### config.mk
export PLATFORM = sky130hd
export DESIGN_NAME = dsdac_ctrl
export DESIGN_NICKNAME = d
export VERILOG_FILES = /design/src/rtl/dsdac_pkg.sv /design/src/rtl/dsdac_sync.sv /design/src/rtl/dsdac_timer.sv /design/src/rtl/dsdac_gain_trim.sv /design/src/rtl/dsdac_ctrl.sv
export SDC_FILE = /design/constraint.sdc
export NUM_CORES = 1
export LEC_CHECK = 0
export BUFFER_PORTS_ARGS = -buffer_cell sky130_fd_sc_hd__buf_4
export CORE_AREA = 2 2 71 73
export DETAILED_ROUTE_END_ITERATION = 10
export DIE_AREA = 0 0 73 75
export PLACE_DENSITY = 0.77
export SLEW_MARGIN = 25
export SYNTH_ARGS = -nofsm -noshare
export SYNTH_HDL_FRONTEND = slang
export SYNTH_SLANG_ARGS = --single-unit
### constraint.sdc
create_clock -name clk -period 4.6 [get_ports clk]
set_clock_uncertainty 0.1 [all_clocks]
set_input_delay 0 -clock clk [delete_from_list [all_inputs] [get_ports clk]]
set_output_delay 0 -clock clk [all_outputs]
set_load 0.005 [all_outputs]
### src/rtl/dsdac_pkg.sv
package dsdac_pkg;
    typedef enum logic [2:0] {
        ST_CAL_CLR,
        ST_CAL_INT,
        ST_CAL_SETTLE,
        ST_CAL_ADJ,
        ST_HOLD,
        ST_CNV_CLR,
        ST_CNV_INT
    } state_e;

    typedef enum logic [1:0] {
        PH_CAL  = 2'd0,
        PH_CNV  = 2'd1,
        PH_HOLD = 2'd2
    } phase_e;
endpackage

### src/rtl/dsdac_sync.sv
module dsdac_sync #(
    parameter int STAGES = 2
) (
    input  logic clk,
    input  logic rst_n,
    input  logic d_i,
    output logic q_o
);
    logic [STAGES-1:0] sh_q;

    generate
        if (STAGES == 1) begin : g_one
            always_ff @(posedge clk) begin
                if (!rst_n) sh_q <= '0;
                else        sh_q <= d_i;
            end
        end else begin : g_many
            always_ff @(posedge clk) begin
                if (!rst_n) sh_q <= '0;
                else        sh_q <= {sh_q[STAGES-2:0], d_i};
            end
        end
    endgenerate

    assign q_o = sh_q[STAGES-1];
endmodule

### src/rtl/dsdac_timer.sv
module dsdac_timer #(
    parameter int W = 8
) (
    input  logic         clk,
    input  logic         rst_n,
    input  logic         clr_i,
    input  logic         en_i,
    input  logic [W-1:0] limit_i,
    output logic         last_o
);
    logic [W-1:0] cnt_q;

    always_ff @(posedge clk) begin
        if (!rst_n)     cnt_q <= '0;
        else if (clr_i) cnt_q <= '0;
        else if (en_i)  cnt_q <= cnt_q + 1'b1;
    end

    assign last_o = en_i && (cnt_q == limit_i);
endmodule

### src/rtl/dsdac_gain_trim.sv
module dsdac_gain_trim #(
    parameter int GAIN_W     = 8,
    parameter int GAIN_INIT  = 128,
    parameter int MAX_PASSES = 64
) (
    input  logic              clk,
    input  logic              rst_n,
    input  logic              step_i,
    input  logic              down_i,
    output logic [GAIN_W-1:0] gain_o,
    output logic              done_o
);
    localparam int PC_W = $clog2(MAX_PASSES + 1);
    localparam logic [GAIN_W-1:0] GMAX = {GAIN_W{1'b1}};

    logic [GAIN_W-1:0] gain_q, gain_nxt;
    logic [PC_W-1:0]   pass_q;
    logic              seen_q, last_dn_q, last_rev_q;
    logic              rev;

    // a reversal needs a previous pass to compare with
    assign rev    = seen_q && (down_i != last_dn_q);
    assign done_o = step_i && ((rev && last_rev_q) ||
                               (pass_q == PC_W'(MAX_PASSES - 1)));

    always_comb begin
        if (down_i) gain_nxt = (gain_q == '0)  ? gain_q : gain_q - 1'b1;
        else        gain_nxt = (gain_q == GMAX) ? gain_q : gain_q + 1'b1;
    end

    always_ff @(posedge clk) begin
        if (!rst_n) begin
            gain_q     <= GAIN_W'(GAIN_INIT);
            pass_q     <= '0;
            seen_q     <= 1'b0;
            last_dn_q  <= 1'b0;
            last_rev_q <= 1'b0;
        end else if (step_i) begin
            gain_q     <= gain_nxt;
            pass_q     <= pass_q + 1'b1;
            seen_q     <= 1'b1;
            last_dn_q  <= down_i;
            last_rev_q <= rev;
        end
    end

    assign gain_o = gain_q;
endmodule

### src/rtl/dsdac_ctrl.sv
module dsdac_ctrl
    import dsdac_pkg::*;
#(
    parameter int N           = 8,
    parameter int CODE_W      = 10,
    parameter int CONV_SHIFT  = 0,
    parameter int GAIN_W      = 8,
    parameter int GAIN_INIT   = 128,
    parameter int MAX_PASSES  = 64,
    parameter int SYNC_STAGES = 2
) (
    input  logic              clk,
    input  logic              rst_n,
    input  logic [CODE_W-1:0] code_i,
    input  logic              code_vld_i,
    input  logic              cmp_i,
    output logic [GAIN_W-1:0] gain_o,
    output logic              int_rst_o,
    output logic              freeze_o,
    output logic [1:0]        phase_o
);
    localparam int CAL_LEN = 2 ** N;
    localparam int LEN_W   = CODE_W + CONV_SHIFT;
    localparam int CNT_W   = ((N > LEN_W) ? N : LEN_W) + 1;

    state_e            state_q, state_nxt;
    logic [CODE_W-1:0] code_q;
    logic              cmp_s;
    logic              tmr_en, tmr_clr, tmr_last;
    logic [CNT_W-1:0]  tmr_limit, conv_len;
    logic              trim_step, trim_done;

    dsdac_sync #(.STAGES(SYNC_STAGES)) u_sync (
        .clk   (clk),
        .rst_n (rst_n),
        .d_i   (cmp_i),
        .q_o   (cmp_s)
    );

    dsdac_timer #(.W(CNT_W)) u_timer (
        .clk     (clk),
        .rst_n   (rst_n),
        .clr_i   (tmr_clr),
        .en_i    (tmr_en),
        .limit_i (tmr_limit),
        .last_o  (tmr_last)
    );

    dsdac_gain_trim #(
        .GAIN_W     (GAIN_W),
        .GAIN_INIT  (GAIN_INIT),
        .MAX_PASSES (MAX_PASSES)
    ) u_trim (
        .clk    (clk),
        .rst_n  (rst_n),
        .step_i (trim_step),
        .down_i (cmp_s),
        .gain_o (gain_o),
        .done_o (trim_done)
    );

    assign conv_len = CNT_W'(code_q) << CONV_SHIFT;

    // state register
    always_ff @(posedge clk) begin
        if (!rst_n) state_q <= ST_CAL_CLR;
        else        state_q <= state_nxt;
    end

    // code latch, open only in hold
    always_ff @(posedge clk) begin
        if (!rst_n)                                 code_q <= '0;
        else if (state_q == ST_HOLD && code_vld_i) code_q <= code_i;
    end

    // next state
    always_comb begin
        state_nxt = state_q;
        unique case (state_q)
            ST_CAL_CLR:    state_nxt = ST_CAL_INT;
            ST_CAL_INT:    if (tmr_last) state_nxt = ST_CAL_SETTLE;
            ST_CAL_SETTLE: if (tmr_last) state_nxt = ST_CAL_ADJ;
            ST_CAL_ADJ:    state_nxt = trim_done ? ST_HOLD : ST_CAL_CLR;
            ST_HOLD:       if (code_vld_i) state_nxt = ST_CNV_CLR;
            ST_CNV_CLR:    state_nxt = (code_q == '0) ? ST_HOLD : ST_CNV_INT;
            ST_CNV_INT:    if (tmr_last) state_nxt = ST_HOLD;
            default:       state_nxt = ST_CAL_CLR;
        endcase
    end

    // outputs and datapath controls
    always_comb begin
        int_rst_o = 1'b0;
        freeze_o  = 1'b1;
        phase_o   = PH_CAL;
        tmr_en    = 1'b0;
        tmr_limit = '0;
        trim_step = 1'b0;
        unique case (state_q)
            ST_CAL_CLR: int_rst_o = 1'b1;
            ST_CAL_INT: begin
                freeze_o  = 1'b0;
                tmr_en    = 1'b1;
                tmr_limit = CNT_W'(CAL_LEN - 1);
            end
            ST_CAL_SETTLE: begin
                tmr_en    = 1'b1;
                tmr_limit = CNT_W'(SYNC_STAGES - 1);
            end
            ST_CAL_ADJ: trim_step = 1'b1;
            ST_HOLD:    phase_o   = PH_HOLD;
            ST_CNV_CLR: begin
                int_rst_o = 1'b1;
                phase_o   = PH_CNV;
            end
            ST_CNV_INT: begin
                freeze_o  = 1'b0;
                phase_o   = PH_CNV;
                tmr_en    = 1'b1;
                tmr_limit = conv_len - 1'b1;
            end
            default: int_rst_o = 1'b1;
        endcase
    end

    assign tmr_clr = !tmr_en || tmr_last;
endmodule

==> impl_metrics.py, run 1 <==
metrics = {
    "cells_and_area": {
        "antenna-diode-count": 0,
        "layout.filler_cells": 383,
        "layout.cells.most_common": "nand2_1",
        "finalNetCount": 387,
        "mostFrequentLayoutCells": "nand2_1, dfxtp_1, buf_4",
        "post_route_cells_drive_above_1_share_pct": 12.1,
        "synthToLayoutAreaGrowth_pct": 15.4,
    },
    "timing": {
        "hold_viol": 0,
        "postLayoutSetupSlackWorst_ns": 1.50,
        "grt_setup_unrepaired": "no",
        "setup_total_negative_slack_ns": 0,
        "finalCriticalPeriod_ns": 3.10,
        "period_share_pct": 67.3,
        "slew_headroom_pct": 55.8,
        "max_freq_mhz": 323,
        "setup_viol": 0,
        "pins_over_their_slew_limit": 0,
        "timing_worst_slew_pin_value_ns": 0.657,
    },
    "logic_synthesis": {
        "synth_top_area_share_pct": 32.2,
        "syn_avg_cell_area_sq_um": 8.16,
        "synth_top_area_cell": "dfxtp_1",
        "most_used_dff_post_synth": "dfxtp_1",
        "synth-seq-cells": 44,
        "netlist-cell-type-count": 59,
        "synthesis.yosys.warnings": 0,
        "post_synth_inst_count": 335,
        "seq_area_frac_synth_pct": 32.2,
        "syn_nets": 359,
        "netlist_top_cells_area": "dfxtp_1, nand2_1, xnor2_1, a21boi_0, ha_1",
        "post_synth_instance_area_sq_um": 2740,
        "number_of_flops_mapped_to_enable_cells_by_yosys": 0,
        "ys_async_sr_fraction_pct": 0,
    },
    "die": {
        "floorplan.initialDensity_pct": 58.7,
        "io_pins": 26,
        "row_count": 25,
        "die_w_um": 73,
        "core-area_sq_um": 4660,
        "floorplan.die.height_um": 75,
        "overall_die_area_sq_um": 5480,
    },
    "worst_setup_path": {
        "timing_worst_setup_path_type": "reg -> reg",
        "family_with_the_most_delay_on_the_worst_path": "simple AND/OR/NAND/NOR gates",
        "critical_path_peak_fanout": 11,
        "end_kind": "flip-flop",
        "reg2reg_setup_slack_ns": 1.50,
        "worst-endpoint-required_ns": 4.66,
        "worstPathArrival_ns": 3.16,
        "worstPathBufferInverterCount": 1,
        "max_stage_delay_ns": 0.53,
        "worstRegToRegCells": 9,
        "r2r-end": "u_timer.cnt_q[4]",
        "rr_startpoint": "code_q[0]",
        "critical-path-slowest-cell": "or4b_4",
        "critPathLaunchType": "flip-flop",
        "path_cells": "inv_1 > ha_1 > or4b_4 > nor4b_1 > xor2_1 > nor4_1 > nand3_1 > nor3_2 > nor3_1",
    },
    "clock_tree": {
        "cts.sinks": 44,
        "clock_path_buffers": 2,
        "htreeDepth": 2,
        "path_clk_slew_ns": 0.09,
        "post_cts_resized": 0,
        "clock_tree_from_tritoncts": "yes",
        "cts_inserted_buffers": 5,
        "clk_latency_ns": 0.30,
        "ctsRootBufferMaster": "clkbuf_8",
    },
    "drt": {
        "final_antenna_net_count": 0,
        "num_vias": 2436,
        "drt_wl_total_um": 5730,
        "post-route-drc-count": 0,
        "wl_per_cell_um": 13.7,
        "drt_pre_antenna_iters": 4,
        "vias_per_cell": 5.83,
        "drtIter0Drc": 161,
    },
    "global_routing": {
        "wire_length_of_the_first_global_routing_pass_um": 10200,
        "antenna_violations_before_repair": 0,
        "grt_max_degree": 38,
        "grt_pass1_vias": 2336,
        "grt-ovfl-total": 0,
        "global_route.usage.total_pct": 23.4,
    },
    "placed_design": {
        "routabilityCongestion": 0.874,
        "dp_slack_ns": 1.54,
        "hpwlAfterDp_um": 4030,
        "port-buffer-count": 25,
    },
    "power": {
        "leakage_component_of_the_power_nw": 1.21,
        "power-per-cell-area_nw_per_um2": 243,
        "max-vdd-ir-drop_mv": 0.186,
        "fin_total_pwr_mw": 0.766,
    },
    "job": {
        "timing.max_cap.violations": 0,
    },
    "worst_hold_path": {
        "whs_path_depth": 1,
        "worst_hold_startpoint": "u_sync.sh_q[0]",
        "worstHoldPathType": "reg -> reg",
        "worst_min_delay_path_endpoint": "u_sync.sh_q[1]",
    },
    "status": {
        "result_of_the_run": "complete, no violations",
    },
}
[cells by family (layout without fill, tap and decap cells)]
group                      count (synthesis)  in the layout  synth area share, %
AOI/OAI and AO/OA                         60             60                 15.1
xor gates and xnor gates                  29             29                 9.29
adders and majority gates                 10             10                 4.85
buffers and inverters                     31             60                 5.21
DFF                                       44             44                 32.2
muxes                                      7              7                 2.65
and+or+nand+nor                          154            154                 30.6
[synth_stat cells (2+ instances only)]
master	number
o21a_1	2
ha_1	9
o41ai_1	2
nand4_1	9
and3_1	7
dfxtp_1	44
mux2_2	2
nor3b_1	4
nor2_1	18
a21o_1	2
or3_1	4
xor2_1	12
nor4_1	5
nand3_1	7
nand2_1	45
nand2b_1	3
inv_1	13
nor3_1	20
nor2b_1	7
and2_1	12
o21ai_0	10
clkbuf_1	11
clkbuf_2	2
a31oi_1	3
a21oi_1	10
xnor2_1	17
buf_6	3
a221oi_1	2
a21boi_0	15
mux2i_1	5
a311oi_1	2
[what timing repair did]
action	CTS	global route
buffers inserted	0	0
hold buffers	13	0
endpoints found under the hold margin	13	0
[power breakdown]
part	switching [mW]	internal [mW]
clock network	0.134	0.178
logic	0.0294	0.0348
registers	0.00611	0.384
total	0.170	0.597
[flip-flops by register name, indices dropped and copies added (netlist names)]
name and count:
u_trim.last_rev_q 1, code_q 10, u_trim.seen_q 1, u_sync.sh_q 2, u_trim.last_dn_q 1, u_trim.gain_o 8
state_q 3, u_trim.pass_q 7, u_timer.cnt_q 11
[how the worst max path moves through the flow]
stage / start / slack (ns) / to / cells after the start
finish: code_q[0] / 1.50 / u_timer.cnt_q[4] / 9
global route: code_q[0] / 1.22 / u_timer.cnt_q[9] / 9
CTS: code_q[0] / 1.51 / u_timer.cnt_q[4] / 9
detailed placement: code_q[0] / 1.54 / u_timer.cnt_q[9] / 9
global placement: code_q[0] / 1.57 / u_timer.cnt_q[2] / 9
floorplan: code_q[0] / 2.02 / u_timer.cnt_q[10] / 10
[per-layer routing]
layer	global-route usage (%)	part of all wire, %	up-vias
met5	0	0	-
met4	6.79	1.3	0
met3	4.42	4.6	8
met2	41.9	49	56
met1	28.7	45	1131
li1	-	-	1241
[stage by stage]
stage               instances  hold WS (ns)  util [%]  cell area (sq um)
floorplan                 335        0.0273         -               2740
global placement          397         0.111      62.3               2900
detailed placement        397         0.121      62.3               2900
CTS                       418         0.342      67.7               3160
global route              418         0.359      67.7               3160
finish                    418         0.340      67.7               3160
[layout make-up]
cell class	instances	area [sq um]	area share, %
Multi-Input combinational cell	260	1710	54.2
Sequential cell	44	881	27.9
Timing Repair Buffer	39	325	10.3
Clock buffer	6	82.6	2.62
Tap cell	54	67.6	2.14
Inverter	13	48.8	1.55
Clock inverter	2	38.8	1.23
Note: power is estimated with default switching activity, not from simulation.
==> run 2: changes to the inputs <==
Settings changed: CORE_AREA 2 2 71 73 to 2 2 72 74, DIE_AREA 0 0 73 75 to 0 0 74 76, PLACE_DENSITY 0.77 to 0.75.
Clock period 4.6 ns to 3.2 ns, I/O delays scaled along.
==> impl_metrics.py, run 2 (synthesis gave the netlist of run 1 again) <==
metrics = {
    "cells_and_area": {
        "layout.filler_cells": 450,
        "synthToLayoutAreaGrowth_pct": 16.1,
        "mostFrequentLayoutCells": "nand2_1, dfxtp_1, buf_4",
        "post_route_cells_drive_above_1_share_pct": 12.3,
        "layout.cells.most_common": "nand2_1",
        "finalNetCount": 389,
        "largest_register_ff_count": 11,
        "antenna-diode-count": 0,
        "max_flop_register": "u_timer.cnt_q",
    },
    "worst_setup_path": {
        "r2r-end": "u_timer.cnt_q[2]",
        "worstPathArrival_ns": 2.89,
        "worst-endpoint-required_ns": 3.27,
        "rr_startpoint": "code_q[0]",
        "launching_instance_or_port_of_the_critical_path": "code_q[0]",
        "critPathLaunchType": "flip-flop",
        "critical_path_peak_fanout": 11,
        "timing_worst_setup_path_type": "reg -> reg",
        "worstRegToRegCells": 10,
        "end_kind": "flip-flop",
        "reg2reg_setup_slack_ns": 0.39,
    },
    "drt": {
        "drtIter0Drc": 113,
        "drt_pre_antenna_iters": 4,
        "post-route-drc-count": 0,
        "wl_per_cell_um": 13.3,
        "num_vias": 2445,
        "vias_per_cell": 5.61,
        "final_antenna_net_count": 0,
        "drt_wl_total_um": 5810,
    },
    "placed_design": {
        "dp_slack_ns": 0.385,
        "port-buffer-count": 25,
        "hpwlAfterDp_um": 4120,
        "routabilityCongestion": 0.916,
    },
    "timing": {
        "setup_viol": 0,
        "slew_headroom_pct": 57.1,
        "finalCriticalPeriod_ns": 2.81,
        "max_freq_mhz": 355,
        "hold_viol": 0,
        "pins_over_their_slew_limit": 0,
        "postLayoutSetupSlackWorst_ns": 0.386,
        "period_share_pct": 87.9,
        "grt_setup_unrepaired": "no",
        "timing_worst_slew_pin_value_ns": 0.637,
        "setup_total_negative_slack_ns": 0,
    },
    "die": {
        "floorplan.initialDensity_pct": 55.7,
        "row_count": 26,
        "io_pins": 26,
        "core-area_sq_um": 4910,
        "floorplan.die.height_um": 76,
        "overall_die_area_sq_um": 5620,
        "die_w_um": 74,
    },
    "worst_hold_path": {
        "worst_min_delay_path_endpoint": "u_sync.sh_q[1]",
        "whs_path_depth": 1,
        "worstHoldPathType": "reg -> reg",
        "worst_hold_startpoint": "u_sync.sh_q[0]",
    },
    "power": {
        "max-vdd-ir-drop_mv": 0.268,
        "share_comb_of_total_power_pct": 8.8,
        "clock_power_share_pct": 39.0,
        "leakage_component_of_the_power_nw": 1.22,
        "power_switching_share_pct": 22.1,
        "fin_total_pwr_mw": 1.07,
        "internal_power_mw": 0.835,
        "power_switching_mw": 0.237,
        "power-per-cell-area_nw_per_um2": 337,
        "seq_power_share_pct": 52.2,
    },
    "global_routing": {
        "grt-ovfl-total": 0,
        "wire_length_of_the_first_global_routing_pass_um": 10100,
        "grt_pass1_vias": 2291,
        "antenna_violations_before_repair": 0,
        "global_route.usage.total_pct": 22.2,
        "grt_max_degree": 38,
    },
    "clock_tree": {
        "clock_tree_from_tritoncts": "yes",
        "post_cts_resized": 0,
        "cts-hold-fix-buffers": 13,
        "ctsRootBufferMaster": "clkbuf_8",
        "clk_latency_ns": 0.30,
        "cts_setup_buffers": 0,
        "clock_path_buffers": 2,
        "htreeDepth": 2,
        "cts_inserted_buffers": 5,
        "path_clk_slew_ns": 0.08,
        "cts.sinks": 44,
    },
    "status": {
        "result_of_the_run": "complete, no violations",
    },
    "job": {
        "timing.max_cap.violations": 0,
    },
}
==> run 2: final cells by class <==
type,instances,area (sq um),area share (%)
tap,70,87.6,2.76
sequential,44,881,27.7
clock inverter,2,35.0,1.10
clock buffer,6,72.6,2.28
multi-input combinational,260,1710,53.9
timing repair buffer,41,340,10.7
inverter,13,48.8,1.54
==> run 2: worst max path at each step <==
stage                              endpoint  slack (ns)
after floorplan           u_timer.cnt_q[10]        0.62
after global placement     u_timer.cnt_q[2]        0.47
after detailed placement   u_timer.cnt_q[2]        0.38
after CTS                  u_timer.cnt_q[2]        0.37
after global routing       u_timer.cnt_q[2]        0.11
final                      u_timer.cnt_q[2]        0.39
==> run 2: power groups by stage <==
stage,registers [mW],clock network (mW),logic (mW)
6_report,0.560,0.418,0.0942
5_1_grt,0.561,0.449,0.104
4_1_cts,0.560,0.430,0.0937
3_5_place_dp,0.573,0,0.0807
3_3_place_gp,0.572,0,0.0803
2_1_floorplan,0.570,0,0.0558
==> run 2: routing by layer <==
metal / vias to the layer above / part of all wire [%] / track usage (%)
li1: 1243 / - / -
met5: - / 0 / 0
met2: 40 / 49 / 37.1
met4: 0 / 1.9 / 6.91
met3: 11 / 3.1 / 4.10
met1: 1151 / 46 / 28.4
==> run 2: worst max-delay path, cell delays in order, from the launching register on <==
cell and delay (ns):
dfxtp_1 0.36, inv_1 0.08, ha_1 0.28, or4b_4 0.53
nor4b_1 0.32, xor2_1 0.11, nor4_1 0.37, nand3_1 0.16
nor3_2 0.12, buf_4 0.19, nor3_1 0.07
==> run 2: per-stage QoR <==
stage / cell area (sq um) / utilization, % / hold WS (ns) / std cells
after floorplan: 2740 / - / 0.0273 / 335
after CTS: 3180 / 64.7 / 0.342 / 436
final: 3180 / 64.7 / 0.338 / 436
after global routing: 3180 / 64.7 / 0.352 / 436
after detailed placement: 2940 / 59.8 / 0.117 / 415
after global placement: 2940 / 59.8 / 0.111 / 415
